<file path="config.mk">
export PLATFORM = sky130hd
export DESIGN_NAME = i2c_regbank_slave
export DESIGN_NICKNAME = d
export VERILOG_FILES = /design/src/rtl/regbank_pkg.sv /design/src/rtl/rb_datapath.sv /design/src/rtl/rb_ctrl.sv /design/src/rtl/i2c_regbank_slave.sv
export SDC_FILE = /design/constraint.sdc
export NUM_CORES = 1
export LEC_CHECK = 0
export CORE_ASPECT_RATIO = 0.9
export CORE_MARGIN = 2
export CORE_UTILIZATION = 45
export DETAILED_ROUTE_END_ITERATION = 12
export DONT_BUFFER_PORTS = 1
export PLACE_DENSITY = 0.67
export SKIP_LAST_GASP = 1
export SLEW_MARGIN = 15
export SYNTH_ARGS = -nofsm -noshare
export SYNTH_HDL_FRONTEND = slang
export SYNTH_SLANG_ARGS = --single-unit
</file>
<file path="constraint.sdc">
create_clock -name clk -period 3.41 [get_ports clk]
set_input_delay 0 -clock clk [delete_from_list [all_inputs] [get_ports clk]]
set_output_delay 0 -clock clk [all_outputs]
set_load 0.005 [all_outputs]
</file>
<file path="src/rtl/regbank_pkg.sv">
package regbank_pkg;

  // Strobes sent from the bus controller to the register datapath
  typedef struct packed {
    logic ptrLoad;  // received byte becomes the pointer
    logic wrEn;     // received byte stored at the pointer
    logic ptrInc;   // pointer advances (store or read load)
  } rbStrobe_t;

  typedef enum logic [3:0] {
    ST_IDLE,
    ST_ADDR,
    ST_ACK_SET,
    ST_ACK_HOLD,
    ST_WDATA,
    ST_RDATA,
    ST_RACK,
    ST_RLOAD,
    ST_WAIT
  } rbState_t;

endpackage

</file>
<file path="src/rtl/rb_datapath.sv">
module rb_datapath
  import regbank_pkg::*;
#(
  parameter int NUM_REGS = 16,
  parameter int DATA_W   = 8,
  parameter int PTR_W    = $clog2(NUM_REGS)
) (
  input  logic              clk,
  input  logic              rst,
  input  rbStrobe_t         stb,
  input  logic [DATA_W-1:0] rxByte,
  input  logic [PTR_W-1:0]  rdAddr,
  output logic [DATA_W-1:0] txData,
  output logic [DATA_W-1:0] rdData,
  output logic [PTR_W-1:0]  ptr
);

  logic [DATA_W-1:0] regs [NUM_REGS];
  logic [PTR_W-1:0]  ptrNext;

  assign ptrNext = (ptr == PTR_W'(NUM_REGS - 1)) ? '0 : PTR_W'(ptr + 1'b1);

  always_ff @(posedge clk) begin
    if (rst)              ptr <= '0;
    else if (stb.ptrLoad) ptr <= PTR_W'(rxByte % NUM_REGS);
    else if (stb.ptrInc)  ptr <= ptrNext;
  end

  for (genvar g = 0; g < NUM_REGS; g++) begin : g_reg
    always_ff @(posedge clk) begin
      if (rst)                                  regs[g] <= '0;
      else if (stb.wrEn && ptr == PTR_W'(g))    regs[g] <= rxByte;
    end
  end

  assign txData = regs[ptr];
  assign rdData = regs[rdAddr];

endmodule

</file>
<file path="src/rtl/rb_ctrl.sv">
module rb_ctrl
  import regbank_pkg::*;
#(
  parameter int          DATA_W     = 8,
  parameter logic [6:0]  SLAVE_ADDR = 7'h55
) (
  input  logic              clk,
  input  logic              rst,
  input  logic              sclIn,
  input  logic              sdaIn,
  input  logic [DATA_W-1:0] txData,
  output rbStrobe_t         stb,
  output logic [DATA_W-1:0] rxByte,
  output logic              sdaOe,
  output logic              sclSync
);

  localparam int BIT_W = $clog2(DATA_W);

  logic [1:0] sclPipe, sdaPipe;
  logic       sclD, sdaD, sclS, sdaS;
  logic       sclRise, sclFall, startCond, stopCond;
  rbState_t   state;
  logic [BIT_W-1:0]  bitCnt;
  logic [DATA_W-1:0] shiftReg, rxNext;
  logic       isRead, expectPtr, lastBit, loadTx, byteDone;

  always_ff @(posedge clk) begin
    if (rst) begin
      sclPipe <= 2'b11;
      sdaPipe <= 2'b11;
      sclD    <= 1'b1;
      sdaD    <= 1'b1;
    end else begin
      sclPipe <= {sclPipe[0], sclIn};
      sdaPipe <= {sdaPipe[0], sdaIn};
      sclD    <= sclPipe[1];
      sdaD    <= sdaPipe[1];
    end
  end

  assign sclS      = sclPipe[1];
  assign sdaS      = sdaPipe[1];
  assign sclSync   = sclS;
  assign sclRise   = sclS & ~sclD;
  assign sclFall   = ~sclS & sclD;
  assign startCond = sclS & sclD & sdaD & ~sdaS;
  assign stopCond  = sclS & sclD & ~sdaD & sdaS;
  assign lastBit   = (bitCnt == BIT_W'(DATA_W - 1));
  assign rxNext    = {shiftReg[DATA_W-2:0], sdaS};
  assign rxByte    = rxNext;

  assign loadTx   = sclFall & ((state == ST_ACK_HOLD && isRead) || state == ST_RLOAD);
  assign byteDone = sclRise & lastBit & (state == ST_WDATA);

  always_comb begin
    stb.ptrLoad = byteDone & expectPtr;
    stb.wrEn    = byteDone & ~expectPtr;
    stb.ptrInc  = loadTx | stb.wrEn;
  end

  always_ff @(posedge clk) begin
    if (rst) begin
      state     <= ST_IDLE;
      bitCnt    <= '0;
      shiftReg  <= '0;
      isRead    <= 1'b0;
      expectPtr <= 1'b0;
      sdaOe     <= 1'b0;
    end else if (startCond) begin
      state  <= ST_ADDR;
      bitCnt <= '0;
      sdaOe  <= 1'b0;
    end else if (stopCond) begin
      state <= ST_IDLE;
      sdaOe <= 1'b0;
    end else begin
      unique case (state)
        ST_ADDR: if (sclRise) begin
          shiftReg <= rxNext;
          bitCnt   <= BIT_W'(bitCnt + 1'b1);
          if (lastBit) begin
            if (rxNext[DATA_W-1:1] == SLAVE_ADDR) begin
              state     <= ST_ACK_SET;
              isRead    <= rxNext[0];
              expectPtr <= 1'b1;
            end else begin
              state <= ST_WAIT;
            end
          end
        end
        ST_ACK_SET: if (sclFall) begin
          sdaOe <= 1'b1;
          state <= ST_ACK_HOLD;
        end
        ST_ACK_HOLD, ST_RLOAD: if (sclFall) begin
          bitCnt <= '0;
          if (loadTx) begin
            shiftReg <= txData;
            sdaOe    <= ~txData[DATA_W-1];
            state    <= ST_RDATA;
          end else begin
            sdaOe <= 1'b0;
            state <= ST_WDATA;
          end
        end
        ST_WDATA: if (sclRise) begin
          shiftReg <= rxNext;
          bitCnt   <= BIT_W'(bitCnt + 1'b1);
          if (lastBit) begin
            expectPtr <= 1'b0;
            state     <= ST_ACK_SET;
          end
        end
        ST_RDATA: if (sclFall) begin
          if (lastBit) begin
            sdaOe <= 1'b0;
            state <= ST_RACK;
          end else begin
            shiftReg <= {shiftReg[DATA_W-2:0], 1'b0};
            sdaOe    <= ~shiftReg[DATA_W-2];
            bitCnt   <= BIT_W'(bitCnt + 1'b1);
          end
        end
        ST_RACK: if (sclRise) state <= sdaS ? ST_WAIT : ST_RLOAD;
        default: ;
      endcase
    end
  end

endmodule

</file>
<file path="src/rtl/i2c_regbank_slave.sv">
module i2c_regbank_slave
  import regbank_pkg::*;
#(
  parameter int         NUM_REGS   = 16,
  parameter int         DATA_W     = 8,
  parameter logic [6:0] SLAVE_ADDR = 7'h55
) (
  input  logic                        clk,
  input  logic                        rst,
  input  logic                        sclIn,
  input  logic                        sdaIn,
  output logic                        sdaOe,
  input  logic [$clog2(NUM_REGS)-1:0] rdAddr,
  output logic [DATA_W-1:0]           rdData
);

  localparam int PTR_W = $clog2(NUM_REGS);

  rbStrobe_t         stb;
  logic [DATA_W-1:0] rxByte, txData;
  logic [PTR_W-1:0]  ptrVal;
  logic              sclSync;

  rb_ctrl #(.DATA_W(DATA_W), .SLAVE_ADDR(SLAVE_ADDR)) u_ctrl (
    .clk(clk), .rst(rst), .sclIn(sclIn), .sdaIn(sdaIn), .txData(txData),
    .stb(stb), .rxByte(rxByte), .sdaOe(sdaOe), .sclSync(sclSync)
  );

  rb_datapath #(.NUM_REGS(NUM_REGS), .DATA_W(DATA_W), .PTR_W(PTR_W)) u_dp (
    .clk(clk), .rst(rst), .stb(stb), .rxByte(rxByte), .rdAddr(rdAddr),
    .txData(txData), .rdData(rdData), .ptr(ptrVal)
  );

endmodule

</file>
======== Word-level counts from Yosys, hierarchy flattened ========
Memory sizes are Yosys's and may differ from the RTL's. A register that Yosys moved wholly into a read port is not among the register bits.
Index checks and enable logic that the tools add are counted.
storage, ports and cells
  memories ................................ 1
  output and inout bits ................... 9
  bits in writable memories ............... 128
  bits in registers ....................... 27
  input bits .............................. 8
memory list
  name       words  width  read ports  clocked after Yosys merged registers in  wr ports  line               text
  u_dp.regs  16     8      2           1                                        16        rb_datapath.sv:18  logic [DATA_W-1:0] regs [NUM_REGS];
cells by class
  multiplexer cells ....................... 109
  eq/ne operators ......................... 46
  reductions and logical operators ........ 36
  $add $sub $neg .......................... 2
  bitwise logic cells ..................... 38
operator list
  operator              count
  $mux W8               16
  $mux W4               16
  $mux W1               63
  $ne A4 B1 Y1 const B  9
  $mux W7               5
  $eq A4 B3 Y1 const B  8
  $eq A4 B4 Y1 const B  8
  $ne A2 B1 Y1 const B  12
  $pmux W4 S6           1
  $pmux W7 S3           1
  $reduce_and A10 Y1    2
  $logic_and A1 B1 Y1   17
  $or A1 B1 Y1          17
  $eq A4 B2 Y1 const B  4
  $reduce_and A8 Y1     2
  $and A1 B1 Y1         12
  $mux W3               4
  $reduce_and A6 Y1     2
  $not A1 Y1            9
  $pmux W3 S3           1
  $eq A4 B1 Y1 const B  2
  $reduce_bool A8 Y1    1
  $eq A7 B7 Y1 const B  1
  $reduce_bool A3 Y1    2
  13 further kinds      16

======== Depth between registers and ports, before layout ========
Gate-level depths: netlist of the first run.
  depth after elaboration ................. 10
  mapped depth ............................ 8
  gate-level depth less buffers ........... 7

======== Modules after synthesis ========
Synthesis of the first run repeated with hierarchy kept, for this count alone.
second synthesis, totals
  cells, all modules ...................... 657
  area, all modules ....................... 8722.1 sq um
modules (own cells, without submodules)
  module       cells each  area an instance (sq um)  instances
  rb_datapath  487         7348.3                    1
  rb_ctrl      170         1373.8                    1

======== Worst setup path before layout of the first run ========
OpenSTA, ideal clock, no wires.
  path kind ............................... register to register
  start point ............................. register u_ctrl.bitCnt[0]
  end point ............................... memory u_dp.regs[12][0] (enable)
  arrival time ............................ 2.095 ns
  buffers on the path ..................... 2
  data required time ...................... 3.036 ns
  slack ................................... 0.941 ns
  cell stages (with the launch flop) ...... 9
  path through ............................ dfxtp_1 > ha_1 > ha_1 > nor3b_1 > and4b_1 > buf_2 > nand2_1 > buf_2 > o21ai_1
RTL lines
  item                    line               text
  from (decl)             rb_ctrl.sv:24      logic [BIT_W-1:0] bitCnt;
  from (signal assigned)  rb_ctrl.sv:81      bitCnt <= BIT_W'(bitCnt + 1'b1);
  from (signal assigned)  rb_ctrl.sv:109     bitCnt <= BIT_W'(bitCnt + 1'b1);
  from (signal assigned)  rb_ctrl.sv:122     bitCnt <= BIT_W'(bitCnt + 1'b1);
  to (decl)               rb_datapath.sv:18

==> flow_summary_export.csv, run 1 <==
group,metric,value,unit
grt,first_global_vias,5826,
pwr,fin_total_pwr,4.43,mW
critical_path,worstPathRequired,3.48,ns
critical_path,critical_path_class,"register to register",
timing,timing.final.crit_period,3.13,ns
detailed_routing,drt_pre_antenna_iters,5,
job,timing.max_cap.violations,0,
floorplan,fp.dieW,149,µm
final_layout,final_cells,891,
cts,clkSinkCount,159,
cts,post_cts_buffers,0,
cts,root_buffer,"clkbuf_16",
cts,htree_num_levels,4,
placed_design,detailed_place_hpwl,16.3,mm
grt,grt_first_pass_wirelength,36.8,mm
critical_path,critPathMaxStageDelay,0.73,ns
worst_hold_path,hp-class,"primary input to register",
floorplan,die_y,134,µm
synthesis,syn_area,0.00848,mm²
detailed_routing,wirelength,24.2,mm
floorplan,floorplan.initialDensity,0.461,
detailed_routing,drcViolationCount,0,
cts,tritoncts_clock_tree,"yes",
placed_design,placed_cells,855,
final_layout,share_of_cells_above_drive_strength_1,0.187,
placed_design,numPortBuffers,0,
final_layout,num_antenna_cells,0,
synthesis,synthTopCellsByArea,"edfxtp_1 (45%), mux4_2 (16%), dfxtp_1 (7.3%)",
placed_design,place_area,0.00863,mm²
detailed_routing,route.antenna.remaining_nets,0,
timing,slew_violations,0,
timing,final-setup-viol-count,0,
timing,timing_hold_violations_final,0,
synthesis,yosys_register_bits,159,
critical_path,crit_path_end_kind,"register",
timing,rsz_0062_raised_after_global_routing,"false",
cts,cts_made_buffers,17,
timing,totalNegativeSetupSlack,0,ns
final_layout,design.final.nets,648,
synthesis,postSynth.asyncResetShare,0,
final_layout,area_growth,9.75,%
critical_path,critPathLaunchType,"register",
cts,worstSkewPairLatency,0.44,ns
synthesis,synth_warnings,0,
synthesis,synth-edff-count,128,
placed_design,place_congestion,0.913,
timing,layout_worst_path_cycle_share,0.918,
grt,grt-ovfl-total,0,
cts,clkTransAtPathRegs,0.06,ns
critical_path,crit_arrival,3.20,ns
final_layout,filler_cell_count,1504,
critical_path,crit_slowest_cell,"o21ai_1",
synthesis,synth.avg_cell_area,12.7,µm²
synthesis,synth.net_count,679,
grt,antenna_found_initial,0,
grt,global_route.usage.total,0.254,
grt,maximum_number_of_pins_on_one_net_before_global_route_repair,53,
critical_path,path_cells,"ha_1, ha_1, nor3b_1, and4b_1, nand2_1, o21ai_1",
synthesis,netlist_instances,665,
detailed_routing,drtIter0Drc,989,
timing,skew,0.00895,ns
final_layout,layout.cell_area.non_filler,0.00931,mm²
timing,max_slew_margin,0.305,
floorplan,die_area,0.0200,mm²
pwr,leakagePower,2.85,nW
synthesis,yosysUniqueCellTypes,54,
cts,buffer_levels_on_the_longest_clock_path,2,
floorplan,placement_rows,47,
synthesis,synthDominantCellAreaShare,0.453,
pwr,peakVddDrop,271,µV
detailed_routing,vias,6155,
floorplan,num_io_pins,17,
timing,max_freq,319,MHz
detailed_routing,viasPerCell,6.91,
pwr,power_density,476,mW/mm²
floorplan,design.core.area,0.0184,mm²
synthesis,seq_area_frac_synth,0.527,
detailed_routing,wl_per_cell,27.2,µm
critical_path,critical_path_peak_fanout,15,
synthesis,post_synth_top_flop,"edfxtp_1",
critical_path,worst_path_most_repeated_cell,"ha_1",
synthesis,netlist.top_cell.by_area,"edfxtp_1",
timing,tightestPinTransition,1.04,ns
outcome,result_of_the_run,"finished, final reports clean",
==> metal layers <==
layer  up-vias  part of all wire  GRT usage  wire, µm
met4         0             0.031     0.0995       756
met2       432              0.46      0.383     11200
li1       2609                 -          -         -
met3        63              0.13     0.0922      3100
met1      3051              0.38      0.337      9120
met5         -                 0          0         0
==> worst max-delay path: cells and delay by family, from the launching register on <==
family                   cells  cell delay, ns
adder cells (fa/ha/maj)      2            0.39
flip-flops                   1            0.36
AO/OA/AOI/OAI                1            0.73
AND/OR/NAND/NOR              3            1.27
==> cell usage after synthesis, drive strengths merged (7+ instances only) <==
library cell	count
nand2	19
a22oi	7
nor4	32
and3	7
nor3	95
a21oi	7
o21ai	34
nor2b	7
dfxtp	31
clkbuf	53
buf	21
a211oi	7
edfxtp	128
a221oi	12
or2	9
mux4	61
inv	16
mux2i	31
nor2	16
==> cell families after synthesis <==
logic type | share of synthesized area
buffers and inverters | 0.0428
adders and majority gates | 0.00885
xor gates and xnor gates | 0.00207
AOI/OAI and AO/OA | 0.0806
DFF | 0.527
and+or+nand+nor | 0.139
muxes | 0.200
==> sequential cells by signal, summed over array words and instances, names as in the netlist, named ones only <==
register,count
u_ctrl.bitCnt,3
u_ctrl.expectPtr,1
u_ctrl.isRead,1
u_ctrl.sclD,1
u_ctrl.sclPipe,2
u_ctrl.sdaD,1
u_ctrl.sdaOe,1
u_ctrl.sdaPipe,2
u_ctrl.shiftReg,7
u_ctrl.state,4
u_dp.ptr,4
u_dp.regs,128
==> power breakdown <==
part | switching [mW] | internal, mW | total, mW
clock network | 0.794 | 1.22 | 2.02
registers | 0.0435 | 2.14 | 2.19
logic | 0.117 | 0.103 | 0.220
==> area by class of cell <==
cell class                      count  area [µm²]  area share
Timing Repair Buffer               24         203      0.0218
Tap cell                          245         307      0.0329
Sequential cell                   159        4470       0.480
Clock inverter                     13         188      0.0202
Multi-Input combinational cell    416        3650       0.393
Clock buffer                       18         429      0.0461
Inverter                           16        60.1     0.00645
==> per-stage QoR <==
| stage | worst slack [ns] | utilization | hold slack (ns) |
|---|---|---|---|
| final | 0.278 | 0.506 | 0.0402 |
| after global routing | 0.0270 | 0.506 | 0.0301 |
| after CTS | 0.296 | 0.505 | 0.00779 |
| after detailed placement | 0.322 | 0.469 | 0.0806 |
| after global placement | 0.541 | 0.469 | 0.0816 |
| after floorplan | 0.941 | - | 0.0971 |
==> worst paths after layout <==
path	end	start	slack, ns	depth (start not counted)
setup / recovery	u_dp.regs[1][6]$_SDFFCE_PN0P_	u_ctrl.bitCnt[0]$_SDFFE_PP0P_	0.28	6
hold / removal	u_ctrl.sdaD$_SDFF_PP1_	rst	0.04	3
setup reg to reg	u_dp.regs[1][6]$_SDFFCE_PN0P_	u_ctrl.bitCnt[0]$_SDFFE_PP0P_	0.28	6
hold reg to reg	u_ctrl.sdaPipe[1]$_SDFF_PP1_	u_ctrl.sdaPipe[0]$_SDFF_PP1_	0.41	1
==> what timing repair did <==
action / 4_1_cts / 5_1_grt
gates resized for setup: 0 / 0
hold buffers: 5 / 0
hold endpoints to repair: 57 / 0
==> cell usage in the layout, fill, tap and decap left out, drive strengths merged, types with 6 or more instances in the layout <==
cell,count
a211oi,7
a21oi,7
a221oi,12
a22oi,7
and2,6
and3,7
buf,20
clkbuf,18
dfxtp,31
edfxtp,128
ha,6
inv,19
mux2i,31
mux4,61
nand2,19
nand3,6
nor2,16
nor2b,7
nor3,95
nor4,32
o2111ai,6
o21ai,34
o32ai,6
or2,9
Power figures use the tool's default switching activity.
==> inputs of run 2 (changes only) <==
--- a/config.mk
+++ b/config.mk
@@ -5,12 +5,14 @@
 export SDC_FILE = /design/constraint.sdc
 export NUM_CORES = 1
 export LEC_CHECK = 0
+export CELL_PAD_IN_SITES_DETAIL_PLACEMENT = 1
+export CELL_PAD_IN_SITES_GLOBAL_PLACEMENT = 2
 export CORE_ASPECT_RATIO = 0.9
 export CORE_MARGIN = 2
 export CORE_UTILIZATION = 45
 export DETAILED_ROUTE_END_ITERATION = 12
 export DONT_BUFFER_PORTS = 1
-export PLACE_DENSITY = 0.67
+export PLACE_DENSITY = 0.86
 export SKIP_LAST_GASP = 1
 export SLEW_MARGIN = 15
 export SYNTH_ARGS = -nofsm -noshare
==> run 2 against run 1 <==
Cell count is 1.9% higher. Combinational power is 9.5% higher. Worst setup slack better by 0.025 ns. Clock power decreased by 16%. Largest cell class unchanged. Cell area increased by 0.28%. Critical endpoint is now u_dp.regs[4][6]$_SDFFCE_PN0P_. Die area did not move. Flip-flop and latch count unchanged. Utilization grew 0.14 points. Total power decreased by 6.8%. Via count up 1.7%.
==> flow_summary_export.csv, run 2 (synthesis gave the netlist of run 1 again) <==
group,metric,value,unit
critical_path,critPathLaunchType,"register",
grt,grt-busiest-layer,"met2",
timing,tightestPinTransition,1.15,ns
cts,clkTransAtPathRegs,0.07,ns
floorplan,fp.dieW,149,µm
timing,final-setup-viol-count,0,
cts,worstSkewPairLatency,0.43,ns
pwr,peakVddDrop,333,µV
final_layout,largestRegisters,"u_dp.regs (128), u_ctrl.shiftReg (7)",
floorplan,floorplan.initialDensity,0.461,
cts,buffer_levels_on_the_longest_clock_path,2,
final_layout,share_of_cells_above_drive_strength_1,0.207,
cts,cts_made_buffers,17,
cts,clkSinkCount,159,
detailed_routing,viasPerCell,6.89,
cts,post_cts_buffers,0,
worst_hold_path,holdCritStartpoint,"rdAddr[3]",
critical_path,crit_path_end_kind,"register",
timing,skew,0.0144,ns
worst_hold_path,hp-class,"primary input to output pin",
critical_path,worstPathRequired,3.55,ns
detailed_routing,drcViolationCount,0,
final_layout,mostFrequentLayoutCells,"edfxtp_1 (128), nor3_1 (95), mux4_2 (61)",
cts,htree_num_levels,4,
worst_hold_path,whs_endpoint,"rdData[4]",
critical_path,crit_arrival,3.24,ns
detailed_routing,drt_pre_antenna_iters,5,
floorplan,num_io_pins,17,
timing,timing_hold_violations_final,0,
final_layout,area_growth,10.1,%
cts,root_buffer,"clkbuf_16",
floorplan,placement_rows,47,
floorplan,die_area,0.0200,mm²
placed_design,place_area,0.00875,mm²
critical_path,rr_startpoint,"u_ctrl.bitCnt[0]$_SDFFE_PP0P_",
timing,max_slew_margin,0.228,
floorplan,die_y,134,µm
final_layout,final_util,0.507,
detailed_routing,vias,6257,
pwr,power_density,442,mW/mm²
timing,fin_worst_hold_slack,0.165,ns
grt,first_global_vias,6219,
detailed_routing,wirelength,27.0,mm
detailed_routing,drtIter0Drc,728,
critical_path,setup.worst_path.start,"u_ctrl.bitCnt[0]$_SDFFE_PP0P_",
final_layout,layout.cell_area.non_filler,0.00933,mm²
final_layout,design.final.nets,663,
pwr,leakagePower,2.90,nW
placed_design,place_congestion,0.925,
final_layout,regMostFlops,"u_dp.regs",
critical_path,worst_r2r_endpoint,"u_dp.regs[4][6]$_SDFFCE_PN0P_",
outcome,result_of_the_run,"finished, final reports clean",
critical_path,worstRegToRegCells,8,
worst_hold_path,hold_depth,1,
critical_path,critical_path_peak_fanout,15,
grt,maximum_number_of_pins_on_one_net_before_global_route_repair,54,
final_layout,multiInputGateArea,0.00366,mm²
grt,grt-ovfl-total,0,
job,timing.max_cap.violations,0,
timing,max_freq,322,MHz
placed_design,detailed_place_hpwl,18.7,mm
grt,met2_grt_util,0.423,
floorplan,design.core.area,0.0184,mm²
critical_path,r2r_slack,0.30,ns
detailed_routing,wl_per_cell,29.7,µm
final_layout,filler_cell_count,1841,
grt,grt_first_pass_wirelength,40.4,mm
timing,timing.final.crit_period,3.11,ns
grt,grt.met3_usage,0.0748,
grt,grt.met1_usage,0.393,
timing,totalNegativeSetupSlack,0,ns
grt,antenna_found_initial,0,
final_layout,largest_register_ffs,128,
final_layout,sequential_cell_area,0.00447,mm²
cts,tritoncts_clock_tree,"yes",
timing,layout_worst_path_cycle_share,0.911,
critical_path,critical_path_class,"register to register",
timing,slew_violations,0,
timing,rsz_0062_raised_after_global_routing,"false",
detailed_routing,route.antenna.remaining_nets,0,
final_layout,most_common_library_cell_in_the_layout_ignoring_fill_and_taps,"edfxtp_1",
grt,global_route.usage.total,0.281,
placed_design,numPortBuffers,0,
## run 2: changes by cell type in the layout (fill, tap and decap cells not counted), sizes merged
cell / delta
inv: +1
bufinv: -4
clkinvlp: -3
clkinv: +4
diode: +1
buf: +15
clkbuf: +3
## run 2: timing repair
| action | in CTS | in global routing |
|---|---|---|
| resized for setup | 0 | 2 |
| hold buffers | 5 | 0 |
| endpoints found under the setup margin | 0 | 16 |
| hold endpoints to repair | 58 | 0 |
## run 2: worst max-delay path by stage
stage / to / slack, ns / depth (start not counted)
after CTS: u_dp.regs[8][3]$_SDFFCE_PN0P_ / 0.27 / 6
final: u_dp.regs[4][6]$_SDFFCE_PN0P_ / 0.30 / 8
after global routing: u_dp.regs[4][0]$_SDFFCE_PN0P_ / 0.04 / 8
after floorplan: u_dp.regs[12][0]$_SDFFCE_PN0P_ / 0.94 / 8
after detailed placement: u_dp.regs[12][6]$_SDFFCE_PN0P_ / 0.34 / 6
after global placement: u_dp.regs[9][3]$_SDFFCE_PN0P_ / 0.60 / 6
## run 2: worst max-delay path: stages, from the launching register on
cell and delay [ns]:
dfxtp_1 0.37, ha_1 0.17, ha_1 0.23, nor3b_1 0.44, and4b_1 0.38, nand2_1 0.47
buf_4 0.39, o21ai_1 0.16, buf_4 0.20
## run 2: stage by stage
| step | power, mW | std cells | setup slack [ns] |
|---|---|---|---|
| CTS | 4.13 | 907 | 0.268 |
| global placement | 2.43 | 870 | 0.601 |
| finish | 4.13 | 908 | 0.304 |
| global route | 4.22 | 907 | 0.0366 |
| detailed placement | 2.44 | 870 | 0.344 |
| floorplan | 2.38 | 665 | 0.941 |
## run 2: power breakdown
part,total [mW],leakage (nW),switching (mW),internal (mW)
clock network,1.70,0.266,0.767,0.931
logic,0.241,1.05,0.129,0.112
registers,2.19,1.58,0.0435,2.14
total,4.13,2.90,0.940,3.19
## run 2: cell type report
cell class | count | share of cell area
repair buffers | 39 | 0.0351
multi-input cells | 416 | 0.392
clock buffers | 21 | 0.0475
flip-flops and latches | 159 | 0.479
clock inverters | 11 | 0.00724
inverters | 16 | 0.00644
well taps | 245 | 0.0329
diodes | 1 | 0.000268
## run 2: routing by layer
| layer | vias up | routed length [µm] |
|---|---|---|
| met5 | - | 0 |
| met4 | 0 | 762 |
| met3 | 58 | 3020 |
| met2 | 352 | 12400 |
| met1 | 3203 | 10800 |
| li1 | 2644 | - |
